## config.mk

```make
export PLATFORM = sky130hd
export DESIGN_NAME = accAlu
export DESIGN_NICKNAME = d
export VERILOG_FILES = /design/src/rtl/accAluPkg.sv /design/src/rtl/accAluCtrl.sv /design/src/rtl/accAluDp.sv /design/src/rtl/accAlu.sv
export SDC_FILE = /design/constraint.sdc
export NUM_CORES = 1
export LEC_CHECK = 0
export BUFFER_PORTS_ARGS = -buffer_cell sky130_fd_sc_hd__buf_2
export CAP_MARGIN = 20
export CELL_PAD_IN_SITES_DETAIL_PLACEMENT = 1
export CELL_PAD_IN_SITES_GLOBAL_PLACEMENT = 1
export CORE_ASPECT_RATIO = 0.75
export CORE_MARGIN = 2
export CORE_UTILIZATION = 50
export DETAILED_ROUTE_END_ITERATION = 7
export GPL_TIMING_DRIVEN = 0
export PLACE_DENSITY = 0.87
export SLEW_MARGIN = 10
export SYNTH_ARGS = -nofsm -noshare
export SYNTH_HDL_FRONTEND = slang
export SYNTH_SLANG_ARGS = --single-unit
```

## constraint.sdc

```tcl
create_clock -name clk -period 61.7 [get_ports clk]
set_input_delay 12.34 -clock clk [delete_from_list [all_inputs] [get_ports clk]]
set_output_delay 12.34 -clock clk [all_outputs]
set_load 0.02 [all_outputs]
```

## src/rtl/accAluPkg.sv

```systemverilog
package accAluPkg;

  typedef enum logic [2:0] {
    OP_ADD  = 3'd0,
    OP_ADDC = 3'd1,
    OP_SUBB = 3'd2,
    OP_AND  = 3'd3,
    OP_OR   = 3'd4,
    OP_XOR  = 3'd5,
    OP_MUL  = 3'd6,
    OP_DIV  = 3'd7
  } aluOp_t;

  typedef enum logic [2:0] {
    RES_SUM = 3'd0,
    RES_AND = 3'd1,
    RES_OR  = 3'd2,
    RES_XOR = 3'd3,
    RES_MUL = 3'd4,
    RES_DIV = 3'd5
  } resSel_t;

  // strobes from control to datapath
  typedef struct packed {
    logic    updArith;   // commit CY/AC/OV from adder
    logic    updMulDiv;  // commit CY=0, OV from mul/div
    logic    subtract;   // adder runs as subtractor
    logic    useCarry;   // carryIn feeds the adder
    resSel_t resSel;     // result source
  } aluStrobe_t;

endpackage

```

## src/rtl/accAluCtrl.sv

```systemverilog
module accAluCtrl
  import accAluPkg::*;
(
  input  logic       opValid,
  input  aluOp_t     op,
  output aluStrobe_t stb
);

  always_comb begin
    stb = '{updArith: 1'b0, updMulDiv: 1'b0, subtract: 1'b0,
            useCarry: 1'b0, resSel: RES_SUM};
    unique case (op)
      OP_ADD:  stb.updArith = opValid;
      OP_ADDC: begin
        stb.updArith = opValid;
        stb.useCarry = 1'b1;
      end
      OP_SUBB: begin
        stb.updArith = opValid;
        stb.useCarry = 1'b1;
        stb.subtract = 1'b1;
      end
      OP_AND:  stb.resSel = RES_AND;
      OP_OR:   stb.resSel = RES_OR;
      OP_XOR:  stb.resSel = RES_XOR;
      OP_MUL:  begin
        stb.resSel    = RES_MUL;
        stb.updMulDiv = opValid;
      end
      OP_DIV:  begin
        stb.resSel    = RES_DIV;
        stb.updMulDiv = opValid;
      end
      default: stb.resSel = RES_SUM;
    endcase
  end

endmodule

```

## src/rtl/accAluDp.sv

```systemverilog
module accAluDp
  import accAluPkg::*;
#(
  parameter int WIDTH = 8
) (
  input  logic               clk,
  input  logic               rst_n,
  input  aluStrobe_t         stb,
  input  logic [WIDTH-1:0]   accIn,
  input  logic [WIDTH-1:0]   bIn,
  input  logic               carryIn,
  output logic [WIDTH-1:0]   accOut,
  output logic [WIDTH-1:0]   bOut,
  output logic [2*WIDTH-1:0] product,
  output logic               flagCy,
  output logic               flagAc,
  output logic               flagOv,
  output logic               flagPar
);

  localparam int HALF = WIDTH / 2;
  localparam int PW   = 2 * WIDTH;

  // ---------------- shared adder / subtractor ----------------
  logic [WIDTH-1:0] bEff;
  logic             cEff;
  logic [WIDTH:0]   sumFull;
  logic             carryIntoHalf;
  logic             carryIntoTop;
  logic             carryOutTop;

  always_comb begin
    bEff    = stb.subtract ? ~bIn : bIn;
    cEff    = stb.useCarry ? (carryIn ^ stb.subtract) : stb.subtract;
    sumFull = {1'b0, accIn} + {1'b0, bEff} + {{WIDTH{1'b0}}, cEff};
    // carry into a bit position recovered from sum and operands
    carryIntoHalf = sumFull[HALF] ^ accIn[HALF] ^ bEff[HALF];
    carryIntoTop  = sumFull[WIDTH-1] ^ accIn[WIDTH-1] ^ bEff[WIDTH-1];
    carryOutTop   = sumFull[WIDTH];
  end

  // ---------------- multiplier ----------------
  logic [PW-1:0] mulFull;
  assign mulFull = {{WIDTH{1'b0}}, accIn} * {{WIDTH{1'b0}}, bIn};
  assign product = mulFull;

  // ---------------- restoring divider, one stage per quotient bit ----------------
  logic [WIDTH-1:0] remStage [0:WIDTH];
  logic [WIDTH-1:0] quot;
  assign remStage[0] = '0;

  for (genvar s = 0; s < WIDTH; s++) begin : g_divStage
    logic [WIDTH:0] trial;
    logic           fits;
    assign trial = {remStage[s], accIn[WIDTH-1-s]};
    assign fits  = (trial >= {1'b0, bIn});
    assign quot[WIDTH-1-s] = fits;
    always_comb begin
      if (fits) remStage[s+1] = trial[WIDTH-1:0] - bIn;
      else      remStage[s+1] = trial[WIDTH-1:0];
    end
  end

  logic divZero;
  assign divZero = (bIn == '0);

  // ---------------- result mux ----------------
  always_comb begin
    bOut = bIn;
    unique case (stb.resSel)
      RES_SUM: accOut = sumFull[WIDTH-1:0];
      RES_AND: accOut = accIn & bIn;
      RES_OR:  accOut = accIn | bIn;
      RES_XOR: accOut = accIn ^ bIn;
      RES_MUL: begin
        accOut = mulFull[WIDTH-1:0];
        bOut   = mulFull[PW-1:WIDTH];
      end
      RES_DIV: begin
        accOut = quot;
        bOut   = remStage[WIDTH];
      end
      default: accOut = sumFull[WIDTH-1:0];
    endcase
  end

  // ---------------- flag register ----------------
  logic mdOv;
  assign mdOv = (stb.resSel == RES_DIV) ? divZero : (mulFull[PW-1:WIDTH] != '0);

  always_ff @(posedge clk) begin
    if (!rst_n) begin
      flagCy  <= 1'b0;
      flagAc  <= 1'b0;
      flagOv  <= 1'b0;
      flagPar <= 1'b0;
    end else begin
      flagPar <= ^accIn;
      if (stb.updArith) begin
        flagCy <= carryOutTop ^ stb.subtract;
        flagAc <= carryIntoHalf ^ stb.subtract;
        flagOv <= carryIntoTop ^ carryOutTop;
      end else if (stb.updMulDiv) begin
        flagCy <= 1'b0;
        flagOv <= mdOv;
      end
    end
  end

endmodule

```

## src/rtl/accAlu.sv

```systemverilog
module accAlu
  import accAluPkg::*;
#(
  parameter int WIDTH = 8
) (
  input  logic               clk,
  input  logic               rst_n,
  input  logic               opValid,
  input  logic [2:0]         opSel,
  input  logic [WIDTH-1:0]   accIn,
  input  logic [WIDTH-1:0]   bIn,
  input  logic               carryIn,
  output logic [WIDTH-1:0]   accOut,
  output logic [WIDTH-1:0]   bOut,
  output logic [2*WIDTH-1:0] product,
  output logic               flagCy,
  output logic               flagAc,
  output logic               flagOv,
  output logic               flagPar,
  output logic [7:0]         statusByte
);

  aluStrobe_t stb;

  accAluCtrl u_ctrl (
    .opValid (opValid),
    .op      (aluOp_t'(opSel)),
    .stb     (stb)
  );

  accAluDp #(.WIDTH(WIDTH)) u_dp (
    .clk     (clk),
    .rst_n   (rst_n),
    .stb     (stb),
    .accIn   (accIn),
    .bIn     (bIn),
    .carryIn (carryIn),
    .accOut  (accOut),
    .bOut    (bOut),
    .product (product),
    .flagCy  (flagCy),
    .flagAc  (flagAc),
    .flagOv  (flagOv),
    .flagPar (flagPar)
  );

  // status-word positions: CY7 AC6 OV2 P0; other bits owned elsewhere
  assign statusByte = {flagCy, flagAc, 3'b000, flagOv, 1'b0, flagPar};

endmodule

```

# After elaboration in Yosys (flattened, before gate mapping)
# Index checks and enable logic that the tools add are counted.
# word_totals
inputBits	23
word_cells	77
output_inout_bits	44
regBits	4
# op_classes
eq_ne	12
n_reduce_logical	8
mux	22
n_bitwise	12
n_lt_le_gt_ge	8
n_mul	1
add_sub_neg	10
# op_table
operator	count
$mux W8	9
$ge A9 B8 Y1	7
$sub A8 B8 Y8	7
$pmux W8 S5	1
$eq A3 B3 Y1 const B	6
$mul A8 B8 Y16	1
$pmux W8 S2	1
$pmux W3 S5	1
$eq A3 B2 Y1 const B	4
$mux W1	10
$add A8 B8 Y9	1
$add A9 B1 Y9	1
$and A8 B8 Y8	1
$ge A1 B8 Y1	1
$logic_not A8 Y1	1
$not A8 Y8	1
$or A8 B8 Y8	1
$reduce_bool A8 Y1	1
$reduce_xor A8 Y1	1
$sub A1 B8 Y8	1
$xor A1 B1 Y1	8
$xor A8 B8 Y8	1
$eq A3 B1 Y1 const B	2
$reduce_or A2 Y1	2
3 further kinds	3

# Logic depth before layout (Yosys ltp)
# Gate-level depths: netlist (run 1).
# logic_depth
depth_word	17
depth_mapped	84
ltp_nobuf	80

# Hierarchy
# Synthesis (run 1) repeated with hierarchy kept, for this count alone.
# hier_totals
cells_unflattened	869
area_unflattened_um2	6851.6
# modules_own_cells
module	area_per_inst_um2	n_inst	cells_each
accAluDp	6725.2	1	851
accAlu	63.8	1	9
accAluCtrl	62.6	1	9

# Worst setup path before layout (run 1)
# OpenSTA, ideal clock, no wires.
# synth_path
path_kind	input-to-output
from	input accIn[7]
to	output bOut[1]
arrival_ps	28580
n_path_buf	5
required_ps	49360
setup_slack_ps	20780
cell_stages	79
cell_sequence	clkbuf_1 inv_1 ha_1 inv_1 ha_1 o2111ai_4 o21ai_0 ha_1 nand3b_1 a21oi_1 o31ai_1 nand2_1 clkbuf_1 o21ai_0 inv_1 ha_1 nor2b_1 o2111ai_1 [43 not listed] and2_1 a21o_1 buf_6 mux2_2 inv_1 ha_1 nor2b_1 o21ai_0 nand2b_1 a21o_1 a21o_1 a21o_1 a21oi_1 o31ai_1 a2111o_1 a221oi_4 mux2_4 o21ai_1
# synth_via
elab_chain_len	17
word_cells_on_any_way	26
classes_between	add/sub (8); mul (1); order compare (8); mux (9)
# synth_lines
element	line	rtl
from (decl)	accAlu.sv:10	input logic [WIDTH-1:0] accIn,
$sub A1 B8 Y8 or $ge A1 B8 Y1 (tied branches)	accAluDp.sv:59, accAluDp.sv:56	
$mux W8	accAluDp.sv:59	if (fits) remStage[s+1] = trial[WIDTH-1:0] - bIn;
$sub A8 B8 Y8 or $ge A9 B8 Y1 (tied branches)	accAluDp.sv:59, accAluDp.sv:56	
$mux W8	accAluDp.sv:59	
$sub A8 B8 Y8 or $ge A9 B8 Y1 (tied branches)	accAluDp.sv:59, accAluDp.sv:56	
$mux W8	accAluDp.sv:59	
$sub A8 B8 Y8 or $ge A9 B8 Y1 (tied branches)	accAluDp.sv:59, accAluDp.sv:56	
$mux W8	accAluDp.sv:59	
$sub A8 B8 Y8 or $ge A9 B8 Y1 (tied branches)	accAluDp.sv:59, accAluDp.sv:56	
$mux W8	accAluDp.sv:59	
$sub A8 B8 Y8 or $ge A9 B8 Y1 (tied branches)	accAluDp.sv:59, accAluDp.sv:56	
$mux W8	accAluDp.sv:59	
$sub A8 B8 Y8 or $ge A9 B8 Y1 (tied branches)	accAluDp.sv:59, accAluDp.sv:56	
$mux W8	accAluDp.sv:59	
$ge A9 B8 Y1 or $sub A8 B8 Y8 (tied branches)	accAluDp.sv:56, accAluDp.sv:59	
$mux W8	accAluDp.sv:59	
$pmux W8 S2 *	accAluDp.sv:70	unique case (stb.resSel)
to (decl)	accAlu.sv:14	output logic [WIDTH-1:0] bOut,
# Mark *: on every way between the ends. The rest lies on a longest branch, timed or not.

# Final worst setup path (run 1)
# layout_path
from	input bIn[1]
to	output bOut[1]
# layout_via
elab_chain_len	17
word_cells_on_any_way	26
classes_between	add/sub (8); mul (1); order compare (8); mux (9)
# layout_lines
element	line	rtl
from (decl)	accAlu.sv:11	input logic [WIDTH-1:0] bIn,
$sub A1 B8 Y8 or $ge A1 B8 Y1 (tied branches)	accAluDp.sv:59, accAluDp.sv:56	
$mux W8	accAluDp.sv:59	
$sub A8 B8 Y8 or $ge A9 B8 Y1 (tied branches)	accAluDp.sv:59, accAluDp.sv:56	
$mux W8	accAluDp.sv:59	
$sub A8 B8 Y8 or $ge A9 B8 Y1 (tied branches)	accAluDp.sv:59, accAluDp.sv:56	
$mux W8	accAluDp.sv:59	
$sub A8 B8 Y8 or $ge A9 B8 Y1 (tied branches)	accAluDp.sv:59, accAluDp.sv:56	
$mux W8	accAluDp.sv:59	
$sub A8 B8 Y8 or $ge A9 B8 Y1 (tied branches)	accAluDp.sv:59, accAluDp.sv:56	
$mux W8	accAluDp.sv:59	
$sub A8 B8 Y8 or $ge A9 B8 Y1 (tied branches)	accAluDp.sv:59, accAluDp.sv:56	
$mux W8	accAluDp.sv:59	
$sub A8 B8 Y8 or $ge A9 B8 Y1 (tied branches)	accAluDp.sv:59, accAluDp.sv:56	
$mux W8	accAluDp.sv:59	
$ge A9 B8 Y1 or $sub A8 B8 Y8 (tied branches)	accAluDp.sv:56, accAluDp.sv:59	
$mux W8	accAluDp.sv:59	
$pmux W8 S2 *	accAluDp.sv:70	
# Marked as above.

==> results of run 1 <==
==> cell type report <==
cell class	instances	share of cell area, %
Buffer	33	2.38
Clock buffer	3	1.00
Inverter	107	5.37
Multi-Input combinational cell	762	83.1
Sequential cell	4	1.07
Tap cell	175	2.93
Timing Repair Buffer	62	4.15
==> routing by layer <==
metal	wire, um	track usage [%]
met1	11500	49.7
met3	2140	5.59
met5	0	0
met4	659	8.51
met2	10700	52.9
==> worst max-delay path by stage <==
stage              from      end  slack [ns]  cells past startpoint
6_report         bIn[1]  bOut[1]       15.34                     78
5_1_grt          bIn[1]  bOut[1]       13.98                     79
4_1_cts          bIn[1]  bOut[1]       15.86                     77
3_5_place_dp     bIn[1]  bOut[1]       15.90                     77
3_3_place_gp     bIn[1]  bOut[1]       16.46                     78
2_1_floorplan  accIn[7]  bOut[1]       20.78                     79
==> cells by family (layout without fill, tap and decap cells) <==
logic type / count (synthesis) / count (layout)
flip-flops: 4 / 4
XOR/XNOR: 70 / 70
buffers and inverters: 140 / 205
AO/OA/AOI/OAI: 228 / 228
multiplexers: 39 / 39
adder cells (fa/ha/maj): 169 / 169
other: 1 / 4
AND/OR/NAND/NOR: 252 / 252
==> Yosys cell counts (all sizes together), types with 2 or more instances <==
cell	number	area share, %
ha	124	23
inv	105	5.7
nor2	83	4.8
nand2	77	4.2
o21ai	75	5.5
xnor2	56	7.2
a21oi	47	3.4
fa	45	13
mux2	20	3.4
a21o	19	2.1
mux2i	19	2.8
nor2b	19	1.8
buf	18	1.8
o21a	16	1.8
clkbuf	15	0.82
xor2	14	1.8
a22oi	12	1.3
and2	12	1.1
nand2b	11	1.0
nand3	9	0.66
nand4	9	0.82
o21bai	7	0.77
o31ai	6	0.66
a211oi	5	0.73
a31oi	5	0.46
and3	5	0.46
nor3	5	0.36
or3	5	0.46
a21boi	4	0.44
dfxtp	4	1.2
a221oi	3	0.64
nor4b	3	0.38
o2111ai	3	0.64
o22ai	3	0.27
or2	3	0.27
or4	3	0.33
a22o	2	0.26
a31o	2	0.26
and4	2	0.26
clkinv	2	0.11
nor4	2	0.27
o2bb2ai	2	0.26
o31a	2	0.26
==> cells in the final DEF (no fill, tap or decap), types with 5 or more instances in the layout <==
cell and count:
nand2_1 77, buf_4 9, o21bai_1 7, mux2_2 14, a31oi_1 5, mux2i_1 19
clkbuf_1 15, and2_1 12, inv_1 105, o21ai_1 18, ha_1 124, nand2b_1 11
a21o_1 19, nand3_1 9, o31ai_1 6, and3_1 5, xnor2_1 56, buf_2 66
o21ai_0 57, nor2b_1 18, o21a_1 16, or3_1 5, nor3_1 5, xor2_1 14
a21oi_1 47, a22oi_1 12, nor2_1 80, nand4_1 9, fa_1 45
==> sequential cells by signal, indices dropped and copies added, names as in the netlist <==
name / count
u_dp.flagPar: 1
u_dp.flagAc: 1
u_dp.flagOv: 1
u_dp.flagCy: 1
==> stage by stage <==
step           hold WS (ns)  setup WS, ns  cell area [um^2]  utilization [%]  power (W)
2_1_floorplan         0.617         20.78              6870                -   0.000206
5_1_grt               0.662         13.98              7470             55.1   0.000316
6_report              0.608         15.34              7470             55.1   0.000291
3_5_place_dp          0.581         15.90              7400             54.5   0.000274
4_1_cts               0.582         15.86              7470             55.1   0.000288
3_3_place_gp          0.566         16.46              7400             54.5   0.000265
==> power by group <==
part           internal, W  leakage [nW]   total (W)  switching [W]
logic             0.000112          3.74    0.000278       0.000166
registers       0.00000293        0.0329  0.00000313    0.000000203
clock network   0.00000831        0.0370   0.0000104     0.00000213
total             0.000123          3.81    0.000291       0.000168
==> tightest hold or removal path, cell delays in order, from the launching register on <==
cell and delay, ns:
dfxtp_1 0.33, o21ai_0 0.12, a21oi_1 0.11
==> impl_results.md, run 1 <==
* Primary FF master, synth: dfxtp_1
* Number of setup violations in the final report at 0
* Most frequent CP cell: ha_1
* Worst min-delay path category: reg -> reg
* HP Start: u_dp.flagOv
* Clk root buf: clkbuf_16
* Critical path endpoint category: output port
* Synth cell types at just under 80
* Critical Setup Path Class: in -> out
* Share of cells above drive strength 1 at between 10% and 20%
* DRC at 0
* Vias/cell at a little over 6
* Nets at roughly 1200
* Starting DRT DRC Count at 556
* Initial Util at about half
* Critical path's largest stage delay at slightly above 0.9 ns
* Synthesized flop and latch total at 4
* Reg2Reg Depth at 3
* Multi-input logic area at 6210 um^2
* Routed WL at around 25000 um
* H-tree levels at 1
* P_leak at 3.81 nW
* Post-Place Cells at 1143
* Fmax at 21.6 MHz
* DIE HEIGHT at roughly 110 um
* Worst Skew at 0 ns
* Critical path peak fanout at 15
* Rel. slew slack at a little over a third
* Reg2Reg Setup Slack at 60.95 ns
* Max-cap violations at 0
* CP max stage cell: clkinv_1
* Main combinational cell family by area after synthesis: adder cells
* Largest net degree at the start of global routing at 21
* Max-slew violation count at 0
* Number of diodes at 0
* Ys Warns at 0
* Vias in the first global route at about 7300
* Post-synthesis mux area share at under 10%
* Global-route usage over all layers at 34.3%
* DRT antenna net count at 0
* Number of synthesized flops with an enable pin at 0
* Vias at between 7000 and 8000
* Critical register-to-register path endpoint: u_dp.flagAc
* Outcome: finished clean
* Synthesized-area fraction occupied by xor and xnor cells at 8.94%
* DR pass1 iterations at 5
* Die width at roughly 140 um
* Die Area at 14700 um^2
* TritonCTS buffer count at 3
* Hold Path Stages at 2
* Startpoint Class: input port
* Area Overhead vs Synth at 8.98%
* CTS Sinks at 4
* Peak supply drop at slightly below 0.05 mV
* Worst R2R Start: u_dp.flagAc
* Synth Area in Adders at about 36%
* Fin crit period at approximately 46 ns
* First-pass GRT wire length at roughly 40000 um
* Cell area after synthesis at about 7000 um^2
* CTS max path bufs at 2
* Hold Path End: u_dp.flagOv
* Arrival @ worst endpoint at 34.02 ns
* Top delay family on crit path: compound AO/OA/AOI/OAI gates
* CTS tree: done
* Final HPWL DP at 20100 um
* Resized cells post-CTS at 0
* Clk Latency, worst-skew pair at 0.23 ns
* Initial antenna violation count at 0
* Pwr per Cell Area at slightly below 40 nW/um^2
* Compound-Gate Fraction of Synth Area at around 22%
* IO Count at 67
* Setup bufs post-CTS at 0
* Syn Area/Cell at about 7.6 um^2
* Clock slew at reported path FFs at about 0.03 ns
* RePlAce Congestion at around 0.92
* WP buf/inv at 9
* Final hold violation count at 0
* Fin cells at between 1000 and 1500
* Cts-stage hold buffer count at 0
* Reg area at 80.1 um^2
* Worst-margin pin slew at about 0.93 ns
* GRT overflow at 0
* Row cnt at 37
* CP required at ~49 ns
* Fillers at ~1800
* Fin crit share at roughly three quarters
* Syn Inst Count at between 900 and 1000
* Core area at between 10000 and 15000 um^2
* Port Buffers at 62
* RSZ-0062 raised after global routing: no
* Sequential-to-total area share from yosys stat at 1.17%
* Setup TNS at 0 ns
* Synth Area in Simple Gates at roughly 18%
* Routed length per placed instance at between 20 and 25 um
* Asr flop ratio synth at 0%
Power figures use the tool's default switching activity.
==> inputs of run 2 (changes only) <==
--- a/config.mk
+++ b/config.mk
@@ -5,16 +5,17 @@
 export SDC_FILE = /design/constraint.sdc
 export NUM_CORES = 1
 export LEC_CHECK = 0
+export ABC_AREA = 1
 export BUFFER_PORTS_ARGS = -buffer_cell sky130_fd_sc_hd__buf_2
 export CAP_MARGIN = 20
 export CELL_PAD_IN_SITES_DETAIL_PLACEMENT = 1
 export CELL_PAD_IN_SITES_GLOBAL_PLACEMENT = 1
 export CORE_ASPECT_RATIO = 0.75
 export CORE_MARGIN = 2
-export CORE_UTILIZATION = 50
+export CORE_UTILIZATION = 40
 export DETAILED_ROUTE_END_ITERATION = 7
 export GPL_TIMING_DRIVEN = 0
-export PLACE_DENSITY = 0.87
+export PLACE_DENSITY = 0.76
 export SLEW_MARGIN = 10
 export SYNTH_ARGS = -nofsm -noshare
 export SYNTH_HDL_FRONTEND = slang
==> constraint.sdc (replaced) <==
create_clock -name clk -period 40.4 [get_ports clk]
set_input_delay 8.08 -clock clk [delete_from_list [all_inputs] [get_ports clk]]
set_output_delay 8.08 -clock clk [all_outputs]
set_load 0.02 [all_outputs]
==> impl_results.md, run 2 <==
* Outcome: finished clean
* CTS tree: done
* Switching Power at between 0.0003 and 0.0004 W
* Fillers at around 2400
* Top cells by area, synth: ha_1 22%, nand2_1 14%, fa_1 13%
* Core area at ~17000 um^2
* Synth cell types at 51
* Clk root buf: clkbuf_16
* Most frequent CP cell: nand2_1
* Startpoint Class: input port
* Yosys top cell area share at approximately 22%
* Highest-count cells in the layout ignoring fill and taps: 262 x nand2_1, 233 x inv_1, 124 x ha_1, 63 x buf_2, 58 x a21oi_1
* H-tree levels at 1
* CP required at ~32 ns
* Number of diodes at 0
* Comb pwr share at 96.4%
* Routed length per placed instance at 16.5 um
* Most frequent cells after synthesis: 262 x nand2_1, 233 x inv_1, 124 x ha_1, 58 x a21oi_1, 55 x nor2_1
* Initial antenna violation count at 0
* Rel. slew slack at a little over half
* Top delay family on crit path: compound AO/OA/AOI/OAI gates
* Critical path endpoint category: output port
* Critical path's largest stage delay at around 0.60 ns
* RePlAce Congestion at between 0.9 and 1
* Global-route usage over all layers at between 20% and 30%
* DRC at 0
* Vias/cell at around 5
* Clk Latency, worst-skew pair at 0.23 ns
* Vias at 7037
* Dominant cell type by area after synthesis: ha_1
* Primary FF master, synth: dfxtp_1
* RSZ-0062 raised after global routing: no
* Cts-stage hold buffer count at 0
* Sequential-to-total area share from yosys stat at between 1 and 1.5%
* First-pass GRT wire length at roughly 38000 um
* Share of cells above drive strength 1 at around 11%
* Starting DRT DRC Count at 421
* Sw Share at 63.5%
* Vias in the first global route at just over 7000
* Max-cap violations at 0
* Setup TNS at 0 ns
* Routed WL at ~23000 um
* Port Buffers at 61
* Ys Warns at 0
* Synthesized flop and latch total at 4
* Number of synthesized flops with an enable pin at 0
* Largest net degree at the start of global routing at 18
* TritonCTS buffer count at 3
* DIE HEIGHT at approximately 120 um
* Pwr per Cell Area at 72.6 nW/um^2
* Cell area after synthesis at about 7100 um^2
* Row cnt at between 40 and 50
* Critical Setup Path Class: in -> out
* Number of setup violations in the final report at 0
* Critical path peak fanout at 12
* Commonest non-fill, non-tap cell in the layout: nand2_1
* CTS Sinks at 4
* Die width at ~160 um
* Post-Place Cells at ~1400
* Clock slew at reported path FFs at approximately 0.03 ns
* GRT overflow at 0
* Int Power at 0.000205 W
* Arrival @ worst endpoint at around 24 ns
* Fin crit share at 79.1%
* Die Area at around 19000 um^2
* Final HPWL DP at between 20000 and 25000 um
* IO Count at 67
* Peak supply drop at 0.0500 mV
* P_leak at ~4.6 nW
* WP buf/inv at 21
* CTS max path bufs at 2
* Final hold violation count at 0
* Fmax at approximately 31 MHz
* CP max stage cell: a221oi_1
* Nets at between 1000 and 1500
* Setup bufs post-CTS at 0
* Sequential power share at less than 1%
* Worst min-delay path category: reg -> reg
* Fin crit period at approximately 32 ns
* Most frequent cell after synthesis: nand2_1
* Syn Area/Cell at between 6 and 7 um^2
* DRT antenna net count at 0
* Max-slew violation count at 0
* Asr flop ratio synth at 0%
* Clk pwr share at about 2.8%
* DR pass1 iterations at 4
* Worst Skew at 0 ns
* Worst-margin pin slew at 0.686 ns
* Fin cells at 1397
* Area Overhead vs Synth at 9.94%
* Initial Util at about 40%
* Resized cells post-CTS at 0
* Final core occ at between 40 and 50%
* Syn Inst Count at approximately 1100
run 2: metal layers:
layer	up-vias	GRT usage, %	wire, um
li1	3529	-	-
met1	3365	39.4	12000
met2	128	40.0	9880
met3	15	1.89	1050
met4	0	2.50	191
met5	-	0	0
run 2: final timing paths:
check,cells past startpoint,endpoint,start,slack [ns]
max reg2reg,2,u_dp.flagOv,u_dp.flagOv,39.73
max,105,bOut[7],bIn[1],8.44
min,2,u_dp.flagCy,u_dp.flagCy,0.50
min reg2reg,2,u_dp.flagCy,u_dp.flagCy,0.50
run 2: layout make-up:
type | instances | area [um^2] | area share [%]
buffer | 31 | 213 | 2.74
clock buffer | 3 | 75.1 | 0.967
inverter | 240 | 903 | 11.6
multi-input combinational | 815 | 5870 | 75.7
sequential | 4 | 80.1 | 1.03
tap | 242 | 303 | 3.90
timing repair buffer | 62 | 313 | 4.03
run 2: through the flow:
step / setup slack [ns] / instance area [um^2] / power, W / hold slack [ns]
2_1_floorplan: 11.22 / 7070 / 0.000401 / 0.560
3_3_place_gp: 8.17 / 7680 / 0.000524 / 0.478
3_5_place_dp: 8.50 / 7690 / 0.000543 / 0.500
4_1_cts: 8.47 / 7760 / 0.000562 / 0.505
5_1_grt: 6.68 / 7760 / 0.000631 / 0.513
6_report: 8.44 / 7760 / 0.000563 / 0.497
run 2: cells by family (layout without fill, tap and decap cells):
kind of cell	count (synthesis)	in the layout	synth area share, %
adders and majority gates	169	169	34.7
AOI/OAI and AO/OA	150	150	12.4
DFF	4	4	1.13
xor gates and xnor gates	68	68	8.44
and+or+nand+nor	424	424	27.5
other	1	4	0.0531
buffers and inverters	271	336	15.8
run 2: power groups by stage:
stage                     clock (W)  combinational, W  sequential, W
after floorplan                   0          0.000395     0.00000527
after global placement            0          0.000519     0.00000472
after detailed placement          0          0.000538     0.00000475
after CTS                 0.0000160          0.000542     0.00000473
after global routing      0.0000160          0.000611     0.00000475
final                     0.0000158          0.000543     0.00000473
run 2: tightest hold or removal path, delay by kind of cell, from the launching register on:
| family | cells | cell delay (ns) |
|---|---|---|
| AO/OA/AOI/OAI | 1 | 0.07 |
| AND/OR/NAND/NOR | 1 | 0.06 |
| flip-flops | 1 | 0.31 |
==> inputs of run 3 (changes only) <==
--- a/config.mk
+++ b/config.mk
@@ -12,10 +12,10 @@
 export CELL_PAD_IN_SITES_GLOBAL_PLACEMENT = 1
 export CORE_ASPECT_RATIO = 0.75
 export CORE_MARGIN = 2
-export CORE_UTILIZATION = 40
+export CORE_UTILIZATION = 45
 export DETAILED_ROUTE_END_ITERATION = 7
 export GPL_TIMING_DRIVEN = 0
-export PLACE_DENSITY = 0.76
+export PLACE_DENSITY = 0.81
 export SLEW_MARGIN = 10
 export SYNTH_ARGS = -nofsm -noshare
 export SYNTH_HDL_FRONTEND = slang
==> constraint.sdc (replaced) <==
create_clock -name clk -period 31.3 [get_ports clk]
set_input_delay 6.26 -clock clk [delete_from_list [all_inputs] [get_ports clk]]
set_output_delay 6.26 -clock clk [all_outputs]
set_load 0.02 [all_outputs]
==> impl_results.md, run 3 (same netlist as run 2, synthesis figures left out) <==
* Vias/cell at between 5 and 6
* Clk Latency, worst-skew pair at 0.23 ns
* Peak supply drop at about 0.057 mV
* Fmax at 35.2 MHz
* Highest-count cells in the layout ignoring fill and taps: 262 x nand2_1, 233 x inv_1, 124 x ha_1, 63 x buf_2, 58 x a21oi_1
* RSZ-0062 raised after global routing: no
* Fillers at approximately 2100
* Number of diodes at 0
* Outcome: finished clean
* Initial Util at between 40 and 50%
* Clock slew at reported path FFs at roughly 0.030 ns
* CTS Sinks at 4
* Commonest non-fill, non-tap cell in the layout: nand2_1
* Max-cap violations at 0
* Die width at between 100 and 150 um
* Vias at 7098
* Setup TNS at 0 ns
* Arrival @ worst endpoint at 22.15 ns
* Max-slew violation count at 0
* Row cnt at 39
* Startpoint Class: input port
* Fin crit period at approximately 28 ns
* CTS max path bufs at 2
* Final hold violation count at 0
* DRC at 0
* Resized cells post-CTS at 0
* Critical path endpoint category: output port
* Largest net degree at the start of global routing at 18
* P_leak at 4.60 nW
* H-tree levels at 1
* RePlAce Congestion at between 0.9 and 1
* DR pass1 iterations at 5
* Metal2 WL at 9540 um
* Vias in the first global route at 7166
* Die Area at roughly 17000 um^2
* Initial antenna violation count at 0
* Rel. slew slack at between 40% and 50%
* CTS tree: done
* GRT overflow at 0
* Area Overhead vs Synth at 9.29%
* CP required at approximately 25 ns
* Core area at ~15000 um^2
* Clk root buf: clkbuf_16
* Fin cells at 1360
* Critical path's largest stage delay at 0.66 ns
* Worst slack, placed at about 3 ns
* Post-Place Cells at between 1000 and 1500
* WP buf/inv at 23
* Pwr per Cell Area at about 94 nW/um^2
* Routed WL at 22800 um
* Worst min-delay path category: reg -> reg
* Starting DRT DRC Count at 360
* First-pass GRT wire length at approximately 38000 um
* TritonCTS buffer count at 3
* Worst-margin pin slew at 0.771 ns
* DR WL met3 at about 1400 um
* Nets at roughly 1300
* Critical Setup Path Class: in -> out
* Fin worst setup slack at roughly 2.9 ns
* IO Count at between 60 and 70
* Port Buffers at just over 60
* Routed met1 length at ~12000 um
* Number of setup violations in the final report at 0
* Top delay family on crit path: compound AO/OA/AOI/OAI gates
* Placed instance area at 7640 um^2
* Worst Skew at 0 ns
* Share of cells above drive strength 1 at 11.3%
* Routed length per placed instance at approximately 17 um
* Highest routed layer: met4
* Cts-stage hold buffer count at 0
* DRT antenna net count at 0
* Final HPWL DP at 19400 um
* CP max stage cell: a221oi_1
* Setup bufs post-CTS at 0
* DIE HEIGHT at 112 um
* Final Cell Area at between 7000 and 8000 um^2
* Most frequent CP cell: nand2_1
* Critical path peak fanout at 10
* Fin crit share at ~91%
* Global-route usage over all layers at roughly 28%
run 3: cell counts in the layout (fill, tap and decap cells not counted):
Identical to the previous run, type by type.
run 3: path summary, 6_finish.rpt:
check | startpoint | to | slack [ns] | cells after the start
worst max-delay path | accIn[7] | bOut[5] | 2.89 | 107
worst min-delay path | u_dp.flagCy | u_dp.flagCy | 0.51 | 2
worst max register to register | u_dp.flagOv | u_dp.flagOv | 30.62 | 2
worst min register to register | u_dp.flagCy | u_dp.flagCy | 0.51 | 2
run 3: per-layer routing:
| metal | vias to the layer above | global-route usage (%) |
|---|---|---|
| met5 | - | 0 |
| met4 | 0 | 2.73 |
| met3 | 13 | 2.89 |
| met2 | 161 | 44.3 |
| met1 | 3401 | 42.6 |
| li1 | 3523 | - |
run 3: worst min-delay path, delay by kind of cell (launching register included):
kind | cells | cell delay (ns)
flops | 1 | 0.31
simple gates | 1 | 0.07
compound gates | 1 | 0.07
run 3: layout make-up:
| cell class | instances | area, um^2 | share of cell area [%] |
|---|---|---|---|
| multi-input cells | 815 | 5870 | 76.1 |
| repair buffers | 62 | 313 | 4.05 |
| plain buffers | 31 | 213 | 2.76 |
| flip-flops and latches | 4 | 80.1 | 1.04 |
| inverters | 240 | 903 | 11.7 |
| well taps | 205 | 256 | 3.32 |
| clock buffers | 3 | 75.1 | 0.973 |
run 3: metrics by stage:
stage / power, W / util [%] / hold slack [ns]
floorplan: 0.000517 / - / 0.560
CTS: 0.000719 / 50.5 / 0.515
finish: 0.000722 / 50.5 / 0.512
detailed placement: 0.000695 / 50.0 / 0.490
global route: 0.000809 / 50.5 / 0.524
global placement: 0.000673 / 50.0 / 0.479
run 3: where the power goes:
part	leakage [nW]	internal, W	total (W)	switching (W)
sequential	0.0330	0.00000572	0.00000611	0.000000390
clock	0.0370	0.0000164	0.0000203	0.00000398
combinational	4.53	0.000242	0.000695	0.000453
total	4.60	0.000264	0.000722	0.000457
